[src/rtl/ldtr_pkg.sv]
package ldtr_pkg;

    // controller states
    typedef enum logic [2:0] {
        ST_IDLE   = 3'd0,
        ST_RD_LO  = 3'd1,
        ST_RD_HI  = 3'd2,
        ST_EVAL   = 3'd3,
        ST_FINISH = 3'd4
    } ldtr_state_e;

    // fault kinds reported with done
    typedef enum logic [1:0] {
        FK_NONE    = 2'd0,
        FK_GENERAL = 2'd1,
        FK_TASKSW  = 2'd2,
        FK_NOTPRES = 2'd3
    } ldtr_fault_e;

    // descriptor layout (high word bit positions)
    localparam int          DESC_W        = 32;
    localparam int          BASE_W        = 32;
    localparam int          LIMIT_W       = 20;
    localparam int          HI_PRESENT    = 15;
    localparam int          HI_SYSFLAG    = 12;
    localparam logic [3:0]  LDT_SYS_TYPE  = 4'd2;
    localparam int          MIN_LDT_LIMIT = 7;

    // fault kind used when the caller-selected fault applies
    function automatic ldtr_fault_e caller_kind(input logic ts);
        return ts ? FK_TASKSW : FK_GENERAL;
    endfunction

    // fault kind used when the descriptor is absent
    function automatic ldtr_fault_e absent_kind(input logic ts);
        return ts ? FK_TASKSW : FK_NOTPRES;
    endfunction

endpackage

[src/rtl/ldtr_sel_check.sv]
module ldtr_sel_check #(
    parameter int SEL_W     = 16,
    parameter int GDT_LIM_W = 16
) (
    input  logic [SEL_W-1:0]     sel,
    input  logic [GDT_LIM_W-1:0] gdt_limit,
    output logic                 is_local,
    output logic                 is_null,
    output logic                 out_of_bounds
);
    localparam int CMP_W = ((SEL_W > GDT_LIM_W) ? SEL_W : GDT_LIM_W) + 1;

    logic [SEL_W-1:0] offset;
    logic [CMP_W-1:0] last_byte;
    logic             unused_rpl;

    always_comb begin
        offset        = {sel[SEL_W-1:3], 3'b000};
        is_local      = sel[2];
        is_null       = (sel[SEL_W-1:3] == '0);
        last_byte     = CMP_W'(offset) + CMP_W'(7);
        out_of_bounds = (last_byte > CMP_W'(gdt_limit));
    end

    assign unused_rpl = ^sel[1:0];

endmodule

[src/rtl/ldtr_desc_decode.sv]
module ldtr_desc_decode
    import ldtr_pkg::*;
(
    input  logic [DESC_W-1:0]  lo_word,
    input  logic [DESC_W-1:0]  hi_word,
    output logic [BASE_W-1:0]  base,
    output logic [LIMIT_W-1:0] limit,
    output logic               present,
    output logic               type_ok,
    output logic               limit_ok
);
    logic unused_bits;

    always_comb begin
        base     = {hi_word[31:24], hi_word[7:0], lo_word[31:16]};
        limit    = {hi_word[19:16], lo_word[15:0]};
        present  = hi_word[HI_PRESENT];
        type_ok  = !hi_word[HI_SYSFLAG] && (hi_word[11:8] == LDT_SYS_TYPE);
        limit_ok = (limit >= LIMIT_W'(MIN_LDT_LIMIT));
    end

    // granularity and privilege bits play no part for this descriptor
    assign unused_bits = ^{hi_word[23:20], hi_word[14:13]};

endmodule

[src/rtl/ldtr_cache.sv]
module ldtr_cache
    import ldtr_pkg::*;
#(
    parameter int SEL_W = 16
) (
    input  logic               clk,
    input  logic               rst_n,
    input  logic               commit,
    input  logic               clear,
    input  logic [SEL_W-1:0]   sel_in,
    input  logic [BASE_W-1:0]  base_in,
    input  logic [LIMIT_W-1:0] limit_in,
    output logic [SEL_W-1:0]   sel_out,
    output logic [BASE_W-1:0]  base_out,
    output logic [LIMIT_W-1:0] limit_out,
    output logic               valid_out
);
    always_ff @(posedge clk or negedge rst_n) begin
        if (!rst_n) begin
            sel_out   <= '0;
            base_out  <= '0;
            limit_out <= '0;
            valid_out <= 1'b0;
        end else if (clear) begin
            sel_out   <= '0;
            base_out  <= '0;
            limit_out <= '0;
            valid_out <= 1'b0;
        end else if (commit) begin
            sel_out   <= sel_in;
            base_out  <= base_in;
            limit_out <= limit_in;
            valid_out <= 1'b1;
        end
    end

endmodule

[src/rtl/ldtr_loader.sv]
module ldtr_loader
    import ldtr_pkg::*;
#(
    parameter int ADDR_W    = 32,
    parameter int SEL_W     = 16,
    parameter int GDT_LIM_W = 16
) (
    input  logic                 clk,
    input  logic                 rst_n,
    input  logic                 start_i,
    input  logic [SEL_W-1:0]     sel_i,
    input  logic                 task_switch_i,
    input  logic [ADDR_W-1:0]    gdt_base_i,
    input  logic [GDT_LIM_W-1:0] gdt_limit_i,
    output logic                 mem_req_o,
    output logic [ADDR_W-1:0]    mem_addr_o,
    input  logic                 mem_ack_i,
    input  logic [31:0]          mem_rdata_i,
    output logic                 done_o,
    output logic                 fault_o,
    output logic [1:0]           fault_kind_o,
    output logic [SEL_W-1:0]     fault_code_o,
    output logic [SEL_W-1:0]     ldt_sel_o,
    output logic [31:0]          ldt_base_o,
    output logic [19:0]          ldt_limit_o,
    output logic                 ldt_valid_o
);
    localparam logic [ADDR_W-1:0] HI_WORD_STEP = ADDR_W'(4);

    ldtr_state_e         state_q, state_d;
    logic [SEL_W-1:0]    sel_q;
    logic                ts_q;
    logic [DESC_W-1:0]   lo_q, hi_q;
    logic                fault_q;
    ldtr_fault_e         kind_q;

    // next-state decisions
    logic                to_finish;
    logic                fin_fault;
    ldtr_fault_e         fin_kind;
    logic                do_commit;
    logic                do_clear;

    // screening and decode results
    logic                sel_local, sel_null, sel_oob;
    logic [BASE_W-1:0]   dec_base;
    logic [LIMIT_W-1:0]  dec_limit;
    logic                dec_present, dec_type_ok, dec_limit_ok;
    logic [ADDR_W-1:0]   lo_addr;

    ldtr_sel_check #(
        .SEL_W     (SEL_W),
        .GDT_LIM_W (GDT_LIM_W)
    ) u_sel_check (
        .sel           (sel_i),
        .gdt_limit     (gdt_limit_i),
        .is_local      (sel_local),
        .is_null       (sel_null),
        .out_of_bounds (sel_oob)
    );

    ldtr_desc_decode u_decode (
        .lo_word  (lo_q),
        .hi_word  (hi_q),
        .base     (dec_base),
        .limit    (dec_limit),
        .present  (dec_present),
        .type_ok  (dec_type_ok),
        .limit_ok (dec_limit_ok)
    );

    ldtr_cache #(
        .SEL_W (SEL_W)
    ) u_cache (
        .clk       (clk),
        .rst_n     (rst_n),
        .commit    (do_commit),
        .clear     (do_clear),
        .sel_in    (sel_q),
        .base_in   (dec_base),
        .limit_in  (dec_limit),
        .sel_out   (ldt_sel_o),
        .base_out  (ldt_base_o),
        .limit_out (ldt_limit_o),
        .valid_out (ldt_valid_o)
    );

    // state register
    always_ff @(posedge clk or negedge rst_n) begin
        if (!rst_n) state_q <= ST_IDLE;
        else        state_q <= state_d;
    end

    // transitions and per-state decisions
    always_comb begin
        state_d   = state_q;
        to_finish = 1'b0;
        fin_fault = 1'b0;
        fin_kind  = FK_NONE;
        do_commit = 1'b0;
        do_clear  = 1'b0;
        unique case (state_q)
            ST_IDLE: begin
                if (start_i) begin
                    if (sel_local) begin
                        to_finish = 1'b1;
                        fin_fault = 1'b1;
                        fin_kind  = caller_kind(task_switch_i);
                    end else if (sel_null) begin
                        to_finish = 1'b1;
                        do_clear  = 1'b1;
                    end else if (sel_oob) begin
                        to_finish = 1'b1;
                        fin_fault = 1'b1;
                        fin_kind  = caller_kind(task_switch_i);
                    end else begin
                        state_d = ST_RD_LO;
                    end
                end
            end
            ST_RD_LO: begin
                if (mem_ack_i) state_d = ST_RD_HI;
            end
            ST_RD_HI: begin
                if (mem_ack_i) state_d = ST_EVAL;
            end
            ST_EVAL: begin
                to_finish = 1'b1;
                if (!dec_type_ok) begin
                    fin_fault = 1'b1;
                    fin_kind  = caller_kind(ts_q);
                end else if (!dec_limit_ok) begin
                    fin_fault = 1'b1;
                    fin_kind  = caller_kind(ts_q);
                end else if (!dec_present) begin
                    fin_fault = 1'b1;
                    fin_kind  = absent_kind(ts_q);
                end else begin
                    do_commit = 1'b1;
                end
            end
            ST_FINISH: begin
                state_d = ST_IDLE;
            end
            default: begin
                state_d = ST_IDLE;
            end
        endcase
        if (to_finish) state_d = ST_FINISH;
    end

    // working registers
    always_ff @(posedge clk or negedge rst_n) begin
        if (!rst_n) begin
            sel_q   <= '0;
            ts_q    <= 1'b0;
            lo_q    <= '0;
            hi_q    <= '0;
            fault_q <= 1'b0;
            kind_q  <= FK_NONE;
        end else begin
            if (state_q == ST_IDLE && start_i) begin
                sel_q <= sel_i;
                ts_q  <= task_switch_i;
            end
            if (state_q == ST_RD_LO && mem_ack_i) lo_q <= mem_rdata_i;
            if (state_q == ST_RD_HI && mem_ack_i) hi_q <= mem_rdata_i;
            if (to_finish) begin
                fault_q <= fin_fault;
                kind_q  <= fin_kind;
            end
        end
    end

    // outputs
    always_comb begin
        lo_addr      = gdt_base_i + ADDR_W'({sel_q[SEL_W-1:3], 3'b000});
        mem_req_o    = (state_q == ST_RD_LO) || (state_q == ST_RD_HI);
        mem_addr_o   = (state_q == ST_RD_HI) ? (lo_addr + HI_WORD_STEP) : lo_addr;
        done_o       = (state_q == ST_FINISH);
        fault_o      = done_o && fault_q;
        fault_kind_o = done_o ? kind_q : FK_NONE;
        fault_code_o = sel_q;
    end

endmodule

[config.mk]
export PLATFORM = sky130hd
export DESIGN_NAME = ldtr_loader
export DESIGN_NICKNAME = d
export VERILOG_FILES = /design/src/rtl/ldtr_pkg.sv /design/src/rtl/ldtr_sel_check.sv /design/src/rtl/ldtr_desc_decode.sv /design/src/rtl/ldtr_cache.sv /design/src/rtl/ldtr_loader.sv
export SDC_FILE = /design/constraint.sdc
export NUM_CORES = 1
export LEC_CHECK = 0
export ABC_CLOCK_PERIOD_IN_PS = 9000
export BUFFER_PORTS_ARGS = -buffer_cell sky130_fd_sc_hd__buf_4
export CAP_MARGIN = 20
export CORE_MARGIN = 1.5
export CORE_UTILIZATION = 55
export CTS_CLUSTER_DIAMETER = 40
export DETAILED_ROUTE_END_ITERATION = 8
export GPL_TIMING_DRIVEN = 0
export HOLD_SLACK_MARGIN = 0.06
export PLACE_DENSITY_LB_ADDON = 0.12
export SYNTH_ARGS = -nofsm -noshare
export SYNTH_HDL_FRONTEND = slang
export SYNTH_SLANG_ARGS = --single-unit
[constraint.sdc]
create_clock -name clk -period 9 [get_ports clk]
set_input_delay 0.45 -clock clk [delete_from_list [all_inputs] [get_ports clk]]
set_output_delay 0.45 -clock clk [all_outputs]
set_load 0.01 [all_outputs]
# After elaboration in Yosys (flattened, before gate mapping)
# Cells that the tools add are included.
[totals]
reg_bits = 156
input_bits = 101
out_inout_bits = 122
wordCells = 88
[op_classes]
add_sub_neg = 3
n_lt_le_gt_ge = 2
eq_ne = 12
mux = 49
reduce_logical = 11
[op_table]
columns = ["op", "n"]
rows = [
  ["32-bit 2-to-1 mux", 3],
  ["20-bit 2-to-1 mux", 2],
  ["32-bit by 16-bit adder with 32-bit output", 1],
  ["32-bit by 3-bit adder with 32-bit output, second input constant", 1],
  ["16-bit 2-to-1 mux", 2],
  ["1-bit 2-to-1 mux", 21],
  ["3-bit 2-to-1 mux", 7],
  ["20-bit by 3-bit greater-or-equal comparator with 1-bit output, second input constant", 1],
  ["2-bit 2-to-1 mux", 10],
  ["3-bit inequality test, second input constant", 6],
  ["16-bit by 3-bit adder with 17-bit output, second input constant", 1],
  ["17-bit by 16-bit greater-than comparator with 1-bit output", 1],
  ["13-bit zero test", 1],
  ["3-bit case mux with 4 select lines", 1],
  ["7-bit AND reduction", 1],
  ["3-bit by 2-bit == test with 1-bit output, second input constant", 2],
  ["1-bit logical AND", 5],
  ["4-bit by 2-bit == test with 1-bit output, second input constant", 1],
  ["1-bit case mux with 2 select lines", 2],
  ["2-bit case mux with 2 select lines", 1],
  ["3-bit by 1-bit == test with 1-bit output, second input constant", 1],
  ["3-bit == test, second input constant", 1],
  ["3-bit zero test", 1],
  ["2-bit inequality test, second input constant", 1],
  ["other kinds (3)", 3],
]

# Longest topological paths before layout
# Gate-level depths: netlist (run 1).
[depth]
ltp_word = 9
mapped_depth = 12
mapped_depth_nobuf = 12

# Cells and area by module
# From an unflattened synthesis (run 1), not the netlist that was laid out.
[hier_totals]
hier_cells = 796
area_unflattened_um2 = 8714.6
[by_module_without_submodules]
columns = ["module", "instances", "cells_each", "area_per_inst_um2"]
rows = [
  ["ldtr_loader", 1, 457, 5112.4],
  ["ldtr_cache", 1, 223, 2778.9],
  ["ldtr_desc_decode", 1, 63, 456.7],
  ["ldtr_sel_check", 1, 53, 366.6],
]

# Worst setup path after synthesis (run 1)
# OpenSTA, ideal clock, no wires.
[synth_timing]
kind = "input -> output"
startpoint = "input port gdt_base_i[3]"
endpoint = "output port mem_addr_o[31]"
arrival_ns = 3.220
t_required_ns = 8.550
path_slack_ns = 5.330
path_stages = 12
path_buffers = 0
cell_sequence = "ha_1 -> inv_1 -> fa_1 -> nand2b_1 -> a21oi_1 -> o21ai_1 -> o21ai_0 -> mux2i_1 -> o21ai_1 -> nor4b_2 -> nand4_1 -> xnor2_1"
[synth_via]
elab_chain_len = 3
[synth_lines]
columns = ["item", "line_no", "rtl"]
rows = [
  ["start, declared", "ldtr_loader.sv:13", "input logic [ADDR_W-1:0] gdt_base_i,"],
  ["32-bit by 16-bit adder with 32-bit output (*)", "ldtr_loader.sv:177", "lo_addr = gdt_base_i + ADDR_W'({sel_q[SEL_W-1:3], 3'b000});"],
  ["32-bit by 3-bit adder with 32-bit output", "ldtr_loader.sv:179", "mem_addr_o = (state_q == ST_RD_HI) ? (lo_addr + HI_WORD_STEP) : lo_addr;"],
  ["32-bit 2-to-1 mux (*)", "ldtr_loader.sv:179", ""],
  ["end, declared", "ldtr_loader.sv:16", "output logic [ADDR_W-1:0] mem_addr_o,"],
]
# Every way passes the cells marked *; elsewhere a longest branch is shown, timed or not.

# Final worst setup path (run 1)
[layout_timing]
startpoint = "register sel_q[3] (netlist: fault_code_o[3])"
endpoint = "output port mem_addr_o[30]"
[layout_via]
elab_chain_len = 3
[layout_lines]
columns = ["item", "line_no", "rtl"]
rows = [
  ["start, declared", "ldtr_loader.sv:31", "logic [SEL_W-1:0] sel_q;"],
  ["start signal, assigned", "ldtr_loader.sv:163", "sel_q <= sel_i;"],
  ["32-bit by 16-bit adder with 32-bit output (*)", "ldtr_loader.sv:177", ""],
  ["32-bit by 3-bit adder with 32-bit output", "ldtr_loader.sv:179", ""],
  ["32-bit 2-to-1 mux (*)", "ldtr_loader.sv:179", ""],
]
# Marks and branches as above.

==> metrics.yaml, run 1 <==
cts:
  clkTransAtPathRegs_ns: 0.06
  max-clock-path-buffers: 2
  post_cts_buffers: 0
  h-tree-depth: 4
  ctsHoldBuffers: 1
  clk-insertion-delay-late_ns: 0.42
  numClockSinks: 150
  clk_root_buffer_cell: "clkbuf_16"
  cts_tree: "yes"
  cts-resized-gates: 0
  number_of_buffers_inserted_during_clock_tree_synthesis: 17
setup_path:
  rr_endpoint: "hi_q[10]"
  required_time_worst_endpoint_ns: 8.55
  timing.critical_path.slowest_cell_delay_ns: 0.55
  timing.reg2reg.setup_slack_ns: 6.02
  critical-path-top-delay-family: "compound AO/OA/AOI/OAI gates"
  worstReg2RegStart: "state_q[0]"
  critical_path.cell_chain: "ha_1 > inv_1 > fa_1 > nand2b_1 > a21oi_1 > o21ai_1 > o21ai_0 > mux2i_1 > o21ai_1 > nor4b_2 > nand4_1 > xor2_1 > buf_4"
  timing.setup.critical_path_class: "reg2out"
  setup.worst_path.start_class: "register"
  worst-r2r-cell-count: 7
  worstSetupEndpointType: "output pin"
  critical_path.n_buffers_inverters: 2
  worstPathArrival_ns: 4.35
  worstSetupStartpoint: "fault_code_o[3]"
  critical_path.most_common_cell: "o21ai_1"
  critical_path.slowest_cell: "o21ai_0"
  crit_path_max_fanout: 6
global_routing:
  pin_count_of_the_biggest_net_entering_global_routing: 97
  vias_in_the_first_global_route: 6811
  grt_first_pass_wirelength_mm: 34.36
  gr-total-overflow: 0
  groute.usage.overall_pct: 29.47
  grt_antenna_before_repair: 0
synth:
  yosys.area_share.xor_xnor_pct: 5.387
  mappedNetlistNets: 978
  synth.top_cell.area_share_pct: 47.12
  yosys.area_share.simple_pct: 19.24
  post_synth_fa_ha_maj_area_fraction_pct: 4.492
  synth-compound-area-share_pct: 11.76
  syn_area_per_cell_sq_um: 9.383
  synth_sequential_area_ratio_pct: 47.12
  synth_cell_type_count: 59
  yosys-mux-area-fraction_pct: 8.607
  dominant_combinational_cell_family_by_area_after_synthesis: "simple AND/OR/NAND/NOR gates"
  synthFlopType: "dfrtp_1"
  synth.most_common_cell: "nand2_1"
  synth-seq-cells: 150
  synthesis.area_sq_mm: 0.007966
  syn_inst: 849
  netlist_top_cells_count: "213 x nand2_1, 150 x dfrtp_1, 78 x o21ai_0, 60 x mux2_2, 36 x clkbuf_1"
  async_reset_ff_share_pct: 100.0
  yosysWarnings: 0
  synth_top_cell_by_area: "dfrtp_1"
  synth_enable_flop_cells: 0
  netlist_top_cells_area: "dfrtp_1 47%, nand2_1 10%, mux2_2 8.5%, o21ai_0 4.9%, ha_1 4.2%"
routing:
  ant_nets: 0
  detailedRoute.firstIterationViolations: 592
  wire_per_inst_microns: 16.82
  dr_drc_count: 0
  route.final.wire_length_mm: 21.53
  drt_first_pass_iters: 5
  route.detailed.vias_per_inst: 5.529
  detailroute.via_count: 7077
sta:
  max_freq_mhz: 208.2
  hold_violations_final: 0
  relSlewSlack_pct: 50.07
  final.period_utilization_pct: 53.37
  report.final.slew_viol_count: 0
  clock-skew-final_ns: 0.008734
  grt_setup_unrepaired: "no"
  final.min_clock_period_ns: 4.804
  finalSetupTns_ns: 0
  worst_slew_pin_slew_ns: 0.7421
  finalSetupViolCount: 0
placed_design:
  post-dp-hpwl_mm: 16.15
  placed_area_sq_mm: 0.009864
  gpl.final_weighted_congestion: 0.9293
  port_buffers: 218
pwr:
  power.leakage_nw: 4.845
  finalPower_w: 0.003312
  max-vdd-ir-drop_mv: 0.1851
  power_density_mw_per_mm2: 317.4
finish:
  post-route-cell-area_sq_mm: 0.01044
  drive_gt1_share_pct: 29.45
  areaGrowthSynthToFinish_pct: 30.99
  final_nets: 1218
  nFillCells: 1046
  antenna_cells_inserted: 0
hold_path:
  hold_path.startpoint: "sel_i[0]"
  holdPathStages: 3
  min_path_type: "in2reg"
  hold_end: "fault_code_o[0]"
floorplan:
  die-area_sq_mm: 0.01522
  die_h_microns: 123.4
  die_x_microns: 123.4
  initial_core_util_pct: 56.95
  placeableCoreArea_sq_mm: 0.01399
  row_count: 43
  ios: 223
outcome:
  status: "finished, final reports clean"
run:
  cap_viol_max_count: 0
[tightest hold or removal path, cell delays in order]
cell,delay [ns]
buf_4,0.08
nand2_1,0.04
nand2_1,0.05
[per-layer routing]
layer / routed length [microns] / share of wire (%) / track usage, %
met3: 1495 / 6.9 / 6.365
met4: 321 / 1.5 / 8.980
met1: 9134 / 42 / 38.71
met2: 10580 / 49 / 49.20
met5: 0 / 0 / 0
[cell usage in the layout, fill, tap and decap left out, types with 15 or more instances in the layout]
master / instances
buf_4: 220
nand2_1: 213
dfrtp_1: 150
o21ai_0: 78
mux2_2: 60
clkbuf_1: 38
xnor2_1: 31
ha_1: 27
inv_1: 24
a21oi_1: 24
nor2_1: 19
nand3_1: 19
xor2_1: 18
clkbuf_16: 17
nand4_1: 15
[metrics by stage]
stage	worst slack [ns]	util, %	hold WS, ns	std cells
after floorplan	5.330	-	0.1544	849
after global placement	4.643	70.26	0.4530	1247
after detailed placement	4.630	70.52	0.4375	1249
after CTS	4.250	74.60	0.2188	1280
after global routing	3.850	74.60	0.2348	1280
final	4.196	74.60	0.2306	1280
[cell families after synthesis]
group | after synthesis
adder cells (fa/ha/maj) | 28
AND/OR/NAND/NOR | 336
flip-flops | 150
XOR/XNOR | 49
multiplexers | 61
buffers and inverters | 68
AO/OA/AOI/OAI | 157
[flip-flops by register name, indices dropped and copies added (netlist names)]
| register | cells |
|---|---|
| fault_code_o | 16 |
| u_cache.valid_out | 1 |
| state_q | 3 |
| kind_q | 2 |
| u_cache.limit_out | 20 |
| u_cache.sel_out | 16 |
| hi_q | 26 |
| u_cache.base_out | 32 |
| ts_q | 1 |
| lo_q | 32 |
| fault_q | 1 |
[where the power goes]
group          internal [W]  switching (W)  leakage [nW]
Sequential         0.000977       0.000223          1.60
Clock              0.000406       0.000265         0.271
Combinational      0.000713       0.000728          2.97
[layout make-up]
type / instances / area (sq um) / share of cell area [%]
Inverter: 24 / 90.09 / 0.8633
Clock buffer: 23 / 488.0 / 4.676
Clock inverter: 7 / 72.57 / 0.6954
Buffer: 44 / 180.2 / 1.727
Multi-Input combinational cell: 631 / 3943 / 37.78
Timing Repair Buffer: 221 / 1683 / 16.13
Tap cell: 180 / 225.2 / 2.158
Sequential cell: 150 / 3754 / 35.97
[worst max-delay path by stage]
stage                          end  slack (ns)  depth (start not counted)
floorplan           mem_addr_o[31]        5.33                         12
global placement    mem_addr_o[31]        4.64                         14
detailed placement  mem_addr_o[30]        4.63                         14
CTS                 mem_addr_o[30]        4.25                         13
global route        mem_addr_o[30]        3.85                         13
finish              mem_addr_o[30]        4.20                         13
Power figures use the tool's default switching activity.
==> inputs of run 2 (changes only) <==
--- a/config.mk
+++ b/config.mk
@@ -5,11 +5,12 @@
 export SDC_FILE = /design/constraint.sdc
 export NUM_CORES = 1
 export LEC_CHECK = 0
-export ABC_CLOCK_PERIOD_IN_PS = 9000
+export ABC_AREA = 1
+export ABC_CLOCK_PERIOD_IN_PS = 4500
 export BUFFER_PORTS_ARGS = -buffer_cell sky130_fd_sc_hd__buf_4
 export CAP_MARGIN = 20
 export CORE_MARGIN = 1.5
-export CORE_UTILIZATION = 55
+export CORE_UTILIZATION = 54
 export CTS_CLUSTER_DIAMETER = 40
 export DETAILED_ROUTE_END_ITERATION = 8
 export GPL_TIMING_DRIVEN = 0
==> constraint.sdc (replaced) <==
create_clock -name clk -period 4.5 [get_ports clk]
set_input_delay 0.225 -clock clk [delete_from_list [all_inputs] [get_ports clk]]
set_output_delay 0.225 -clock clk [all_outputs]
set_load 0.01 [all_outputs]
==> run 2 against run 1 <==
Against the previous run: setup slack worse by 3.2 ns; hold slack worse by 0.15 ns; flip-flop and latch count unchanged; sequential share of layout area down 3.5 points; critical endpoint is now mem_addr_o[29]; largest power group unchanged.
==> metrics.yaml, run 2 <==
outcome:
  status: "finished, final reports clean"
sta:
  final.period_utilization_pct: 78.44
  grt_setup_unrepaired: "no"
  finalSetupViolCount: 0  # unchanged
  final.min_clock_period_ns: 3.530
  max_freq_mhz: 283.3
  finalSetupTns_ns: 0  # unchanged
  relSlewSlack_pct: 48.39  # -1.7 points
  report.final.slew_viol_count: 0  # unchanged
  worst_slew_pin_slew_ns: 0.7671  # +0.02492 ns
  hold_violations_final: 0  # unchanged
  clock-skew-final_ns: 0.01027  # +0.001539 ns
  holdWs_ns: 0.08016  # -0.1504 ns
global_routing:
  vias_in_the_first_global_route: 8242  # +21%
  global_route.usage.met1_pct: 38.13  # -0.58 points
  use_met3_pct: 5.252  # -1.1 points
  pin_count_of_the_biggest_net_entering_global_routing: 87  # -10%
  groute.usage.overall_pct: 30.04  # +0.57 points
  grt_first_pass_wirelength_mm: 39.52  # +15%
  gr-total-overflow: 0  # unchanged
  busiest_layer: "met2"
  grt_antenna_before_repair: 0  # unchanged
  met2_usage_pct: 51.42  # +2.2 points
cts:
  numClockSinks: 150  # unchanged
  cts_tree: "yes"
  post_cts_buffers: 0  # unchanged
  h-tree-depth: 4  # unchanged
  number_of_buffers_inserted_during_clock_tree_synthesis: 17  # unchanged
  max-clock-path-buffers: 2  # unchanged
  clk-insertion-delay-late_ns: 0.42  # about the same
  ctsHoldBuffers: 19  # +18
  clkTransAtPathRegs_ns: 0.06  # about the same
  clk_root_buffer_cell: "clkbuf_16"
  cts-resized-gates: 0  # unchanged
synth:
  synth_sequential_area_ratio_pct: 42.56  # -4.6 points
  yosysWarnings: 0  # unchanged
  syn_inst: 1231  # +45%
  netlist_top_cells_area: "dfrtp_1 43%, nand2_1 13%, inv_1 13%, o22ai_1 4.8%, o21ai_0 4.3%"
  syn_area_per_cell_sq_um: 7.165  # -24%
  synth_top_cell_by_area: "dfrtp_1"
  synth.most_common_cell: "nand2_1"
  synth_enable_flop_cells: 0  # unchanged
  async_reset_ff_share_pct: 100.0  # unchanged
  synthesis.area_sq_mm: 0.008820  # +11%
  synthFlopType: "dfrtp_1"
  synth-seq-cells: 150  # unchanged
  synth_cell_type_count: 32  # -46%
  mappedNetlistNets: 1360  # +39%
  synth.top_cell.area_share_pct: 42.56  # -4.6 points
  netlist_top_cells_count: "312 x nand2_1, 298 x inv_1, 150 x dfrtp_1, 76 x o21ai_0, 68 x o22ai_1"
placed_design:
  post-dp-hpwl_mm: 18.96  # +17%
  port_buffers: 220  # +0.92%
  gpl.final_weighted_congestion: 0.9166  # -1.4%
routing:
  route.final.wire_length_mm: 24.96  # +16%
  drt_first_pass_iters: 5  # unchanged
  detailedRoute.firstIterationViolations: 550  # -7.1%
  route.detailed.vias_per_inst: 5.027  # -9.1%
  dr_drc_count: 0  # unchanged
  detailroute.via_count: 8642  # +22%
  ant_nets: 0  # unchanged
  wire_per_inst_microns: 14.52  # -14%
setup_path:
  worstSetupStartpoint: "fault_code_o[3]"
  worstPathArrival_ns: 3.30  # -1.05 ns
  worst-r2r-cell-count: 7  # unchanged
  worstReg2RegStart: "hi_q[8]"
  critical-path-top-delay-family: "simple AND/OR/NAND/NOR gates"
  crit_path_max_fanout: 4  # -2
  timing.critical_path.slowest_cell_delay_ns: 0.43  # -0.12 ns
  logic_depth_of_the_worst_path_buffers_included: 20  # +7
  critical_path.slowest_cell: "dfrtp_1"
  worstSetupEndpointType: "output pin"
  critical_path.most_common_cell: "nand2_1"
  setup.worst_path.start_class: "register"
  required_time_worst_endpoint_ns: 4.28  # -4.27 ns
  critical_path.cell_chain: "ha_1 > inv_1 > fa_1 > inv_1 > nand2_1 > nand2_1 > nand2_1 > inv_2 > nand2_1 > nand2_1 > inv_1 > nor2_1 > nand2_1 > nor2_2 > nand2_1 > nor3_2 > nand2_1 > nand2_1 > nand2_1 > buf_4"
  timing.setup.critical_path_class: "reg2out"
  critical_path.n_buffers_inverters: 5  # +3
finish:
  final-seq-area_sq_mm: 0.003754  # unchanged
  drive_gt1_share_pct: 19.69  # -9.8 points
  largestRegisters: "lo_q (32), u_cache.base_out (32), hi_q (26)"
  antenna_cells_inserted: 0  # unchanged
  multi_input_gate_area_sq_mm: 0.003790  # -3.9%
  final_cell_mix: "312 x nand2_1, 298 x inv_1, 221 x buf_4, 150 x dfrtp_1, 76 x o21ai_0"
  areaGrowthSynthToFinish_pct: 30.95  # about the same
  nFillCells: 1275  # +22%
  final_common_cell: "nand2_1"
  final_nets: 1619  # +33%
run:
  cap_viol_max_count: 0  # unchanged
floorplan:
  initial_core_util_pct: 55.32  # -1.6 points
  row_count: 46  # +7.0%
  ios: 223  # unchanged
  die_h_microns: 130.8  # +6.0%
  placeableCoreArea_sq_mm: 0.01594  # +14%
  die_x_microns: 130.8  # +6.0%
  die-area_sq_mm: 0.01711  # +12%
pwr:
  power_density_mw_per_mm2: 621.2  # +96%
  max-vdd-ir-drop_mv: 0.4520  # +140%
  power.leakage_nw: 6.521  # +35%
hold_path:
  holdPathStages: 3  # unchanged
  min_path_type: "in2reg"
  hold_path.startpoint: "mem_rdata_i[21]"
[run 2: changes by cell type after synthesis, sizes merged, moves of 23 or more]
cell	previous run	this run
inv	24	306
o22ai	3	68
xnor2	31	8
nor2	19	79
mux2	60	0
nand3	20	72
nand2	213	323
[run 2: layout make-up]
type,count,share of cell area (%)
Clock buffer,19,3.835
Inverter,308,10.01
Timing Repair Buffer,240,16.22
Sequential cell,150,32.50
Buffer,30,1.040
Clock inverter,13,1.246
Tap cell,216,2.340
Multi-Input combinational cell,743,32.81
[run 2: kinds of logic (layout without fill, tap and decap cells)]
kind of cell | count (synthesis) | in the layout | synth area share [%]
compound gates | 172 | 172 | 10.94
xor+xnor | 26 | 26 | 2.582
fa+ha+maj | 28 | 28 | 4.057
buf+inv | 338 | 610 | 14.47
flops | 150 | 150 | 42.56
simple gates | 517 | 517 | 25.39
[run 2: power breakdown]
part | total (W) | internal (W) | switching (W) | leakage, nW
clock | 0.00141 | 0.000837 | 0.000574 | 0.277
combinational | 0.00342 | 0.00140 | 0.00202 | 4.62
sequential | 0.00235 | 0.00195 | 0.000398 | 1.63
[run 2: routing by layer]
layer  share of wire [%]  vias up
met4                 3.1        0
met5                   0        -
met2                  49      253
met1                  42     4007
met3                 5.5       53
li1                    -     4329
[run 2: worst min-delay path, cell delays in order]
cell	delay (ns)
buf_4	0.08
nor2_1	0.04
a21oi_1	0.11
[run 2: worst paths after layout]
kind / slack (ns) / end
max in group asynchronous: 3.29 / hi_q[4]
min in group asynchronous: 0.35 / u_cache.sel_out[3]
min reg2reg: 0.48 / hi_q[27]
min: 0.08 / lo_q[21]
max: 0.97 / mem_addr_o[29]
max reg2reg: 1.73 / u_cache.sel_out[4]
[run 2: through the flow]
| stage | worst slack [ns] | util, % | total power, W | instance area (sq um) | std cells |
|---|---|---|---|---|---|
| floorplan | 1.805 | - | 0.004240 | 8820 | 1231 |
| global placement | 1.423 | 67.38 | 0.005632 | 10740 | 1667 |
| detailed placement | 1.394 | 67.57 | 0.005707 | 10770 | 1668 |
| CTS | 0.9548 | 72.45 | 0.007177 | 11550 | 1719 |
| global route | 0.6660 | 72.45 | 0.007723 | 11550 | 1719 |
| finish | 0.9704 | 72.45 | 0.007175 | 11550 | 1719 |
==> inputs of run 3 (changes only) <==
--- a/config.mk
+++ b/config.mk
@@ -5,12 +5,12 @@
 export SDC_FILE = /design/constraint.sdc
 export NUM_CORES = 1
 export LEC_CHECK = 0
-export ABC_AREA = 1
-export ABC_CLOCK_PERIOD_IN_PS = 4500
+export ABC_AREA = 0
+export ABC_CLOCK_PERIOD_IN_PS = 3010
 export BUFFER_PORTS_ARGS = -buffer_cell sky130_fd_sc_hd__buf_4
 export CAP_MARGIN = 20
 export CORE_MARGIN = 1.5
-export CORE_UTILIZATION = 54
+export CORE_UTILIZATION = 48
 export CTS_CLUSTER_DIAMETER = 40
 export DETAILED_ROUTE_END_ITERATION = 8
 export GPL_TIMING_DRIVEN = 0
==> constraint.sdc (replaced) <==
create_clock -name clk -period 3.01 [get_ports clk]
set_input_delay 0.1505 -clock clk [delete_from_list [all_inputs] [get_ports clk]]
set_output_delay 0.1505 -clock clk [all_outputs]
set_load 0.01 [all_outputs]
==> run 3 against run 2 <==
Against the previous run: the run now ends with setup timing left; combinational power up 60%; largest cell class unchanged; setup slack worse by 1.6 ns; largest power group unchanged; wire length down 2.4%; cell count down 17%.
==> metrics.yaml, run 3 (same netlist as run 1, synthesis figures left out) <==
outcome:
  status: "complete, but fails checks"
  violations: "setup timing"
placed_design:
  port_buffers: 218  # -0.91%
  post-dp-hpwl_mm: 16.48  # -13%
  gpl.final_weighted_congestion: 0.8716  # -4.9%
  placed_area_sq_mm: 0.01006  # -6.6%
sta:
  grt_setup_unrepaired: "yes"
  max_freq_mhz: 273.5
  final.min_clock_period_ns: 3.656
  finalSetupViolCount: 22  # +22
  holdWs_ns: 0.2774  # +0.1973 ns
  worst_slew_pin_slew_ns: 0.9213  # +0.1542 ns
  report.final.slew_viol_count: 0  # unchanged
  timing.final.ws_setup_ns: -0.6461  # -1.617 ns
  relSlewSlack_pct: 37.71  # -11 points
  final.period_utilization_pct: 121.5
  hold_violations_final: 0  # unchanged
  clock-skew-final_ns: 0.01468  # +0.004407 ns
global_routing:
  grt_antenna_before_repair: 0  # unchanged
  groute.usage.overall_pct: 27.80  # -2.2 points
  vias_in_the_first_global_route: 7600  # -7.8%
  pin_count_of_the_biggest_net_entering_global_routing: 91  # +4.6%
  grt_first_pass_wirelength_mm: 38.32  # -3.0%
  gr-total-overflow: 0  # unchanged
routing:
  ant_nets: 0  # unchanged
  detailedRoute.firstIterationViolations: 463  # -16%
  drt_first_pass_iters: 6  # +1
  wire_per_inst_microns: 17.16  # +18%
  detailroute.via_count: 7660  # -11%
  route.detailed.vias_per_inst: 5.394  # +7.3%
  route.final.wire_length_mm: 24.37  # -2.4%
  dr_drc_count: 0  # unchanged
setup_path:
  required_time_worst_endpoint_ns: 2.86  # -1.42 ns
  critical_path.most_common_cell: "o21ai_4"
  crit_path_max_fanout: 4  # unchanged
  worstSetupEndpointType: "output pin"
  setup.worst_path.start_class: "register"
  timing.reg2reg.setup_slack_ns: 0.25  # -1.48 ns
  timing.critical_path.slowest_cell_delay_ns: 0.40  # -0.03 ns
  critical_path.cell_chain: "ha_4 > inv_2 > fa_2 > nand2b_4 > a21oi_4 > o21ai_4 > o21ai_4 > mux2i_4 > o21ai_4 > nor4b_4 > buf_4 > nand3_2 > xor2_2 > buf_4"
  timing.setup.critical_path_class: "reg2out"
  worstPathArrival_ns: 3.51  # +0.21 ns
  critical_path.slowest_cell: "dfrtp_2"
finish:
  final_cell_mix: "267 x buf_4, 207 x nand2_1, 143 x dfrtp_1, 76 x o21ai_0, 60 x mux2_2"
  antenna_cells_inserted: 0  # unchanged
  final_common_cell: "buf_4"
  final_nets: 1321  # -18%
  areaGrowthSynthToFinish_pct: 51.03
  drive_gt1_share_pct: 38.79  # +19 points
  largestRegisters: "lo_q (32), u_cache.base_out (32), hi_q (26)"
  post_layout_util_pct: 74.93  # +2.5 points
  post-route-cell-area_sq_mm: 0.01203  # +4.2%
cts:
  numClockSinks: 150  # unchanged
  clk_root_buffer_cell: "clkbuf_16"
  cts_tree: "yes"
  number_of_buffers_inserted_during_clock_tree_synthesis: 17  # unchanged
  clk-insertion-delay-late_ns: 0.43  # about the same
  clkTransAtPathRegs_ns: 0.07  # about the same
  max-clock-path-buffers: 2  # unchanged
  h-tree-depth: 4  # unchanged
floorplan:
  die_x_microns: 131.8  # +0.78%
  die_h_microns: 131.8  # +0.78%
  row_count: 46  # unchanged
  initial_core_util_pct: 49.61  # -5.7 points
  placeableCoreArea_sq_mm: 0.01606  # +0.72%
  die-area_sq_mm: 0.01738  # +1.6%
  ios: 223  # unchanged
hold_path:
  min_path_type: "in2async"
pwr:
  max-vdd-ir-drop_mv: 0.5780  # +28%
  power_density_mw_per_mm2: 928.1  # +49%
  finalPower_w: 0.01117  # +56%
  power.leakage_nw: 5.485  # -16%
run:
  cap_viol_max_count: 0  # unchanged
## run 3: critical path: cells and delay by family (launching register included)
| family | cells | cell delay [ns] |
|---|---|---|
| AO/OA/AOI/OAI | 4 | 0.69 |
| XOR/XNOR | 1 | 0.18 |
| adder cells (fa/ha/maj) | 2 | 0.48 |
| buffers and inverters | 3 | 0.37 |
| flip-flops | 1 | 0.40 |
| multiplexers | 1 | 0.32 |
| AND/OR/NAND/NOR | 3 | 0.65 |
## run 3: worst paths after layout
kind                            cells after the start       startpoint                    to
max in group asynchronous                           3            rst_n  u_cache.base_out[10]
min in group clk                                    6   gdt_limit_i[2]             kind_q[1]
worst max register to register                      7       state_q[0]              hi_q[18]
worst min register to register                      2         lo_q[25]   u_cache.base_out[9]
worst min-delay path                                2            rst_n              lo_q[14]
worst max-delay path                               14  fault_code_o[3]        mem_addr_o[29]
## run 3: repair_timing
| item | CTS | global route |
|---|---|---|
| hold endpoints to repair | 137 | 0 |
| resized for setup | 68 | 39 |
| pin swaps | 51 | 25 |
| setup buffers | 41 | 16 |
| hold buffers | 53 | 0 |
| endpoints found under the setup margin | 23 | 73 |
## run 3: report_power, final
part | leakage (nW) | switching [W] | internal, W | total [W]
sequential | 1.59 | 0.000652 | 0.00293 | 0.00358
clock | 0.279 | 0.000871 | 0.00125 | 0.00213
combinational | 3.61 | 0.00264 | 0.00282 | 0.00546
total | 5.49 | 0.00417 | 0.00700 | 0.0112
## run 3: area by class of cell
class	count	area, sq um
inverter	24	90.09
clock buffer	19	442.9
multi-input combinational	631	4503
tap	216	270.3
timing repair buffer	329	2654
sequential	150	3762
clock inverter	12	146.4
buffer	39	162.7
fill	1101	4026
## run 3: per-stage QoR
step	setup slack (ns)	instances	setup TNS (ns)
global placement	-0.4671	1283	-4.900
finish	-0.6461	1420	-10.49
global route	-0.7541	1420	-12.71
floorplan	-0.07761	849	-0.2743
CTS	-0.6072	1405	-9.241
detailed placement	-0.4831	1285	-5.014
## run 3: routing by layer
layer  track usage, %  share of wire, %
met1            34.28                41
met2            48.51                50
met5                0                 0
met4            10.06               2.1
met3            5.575               6.9
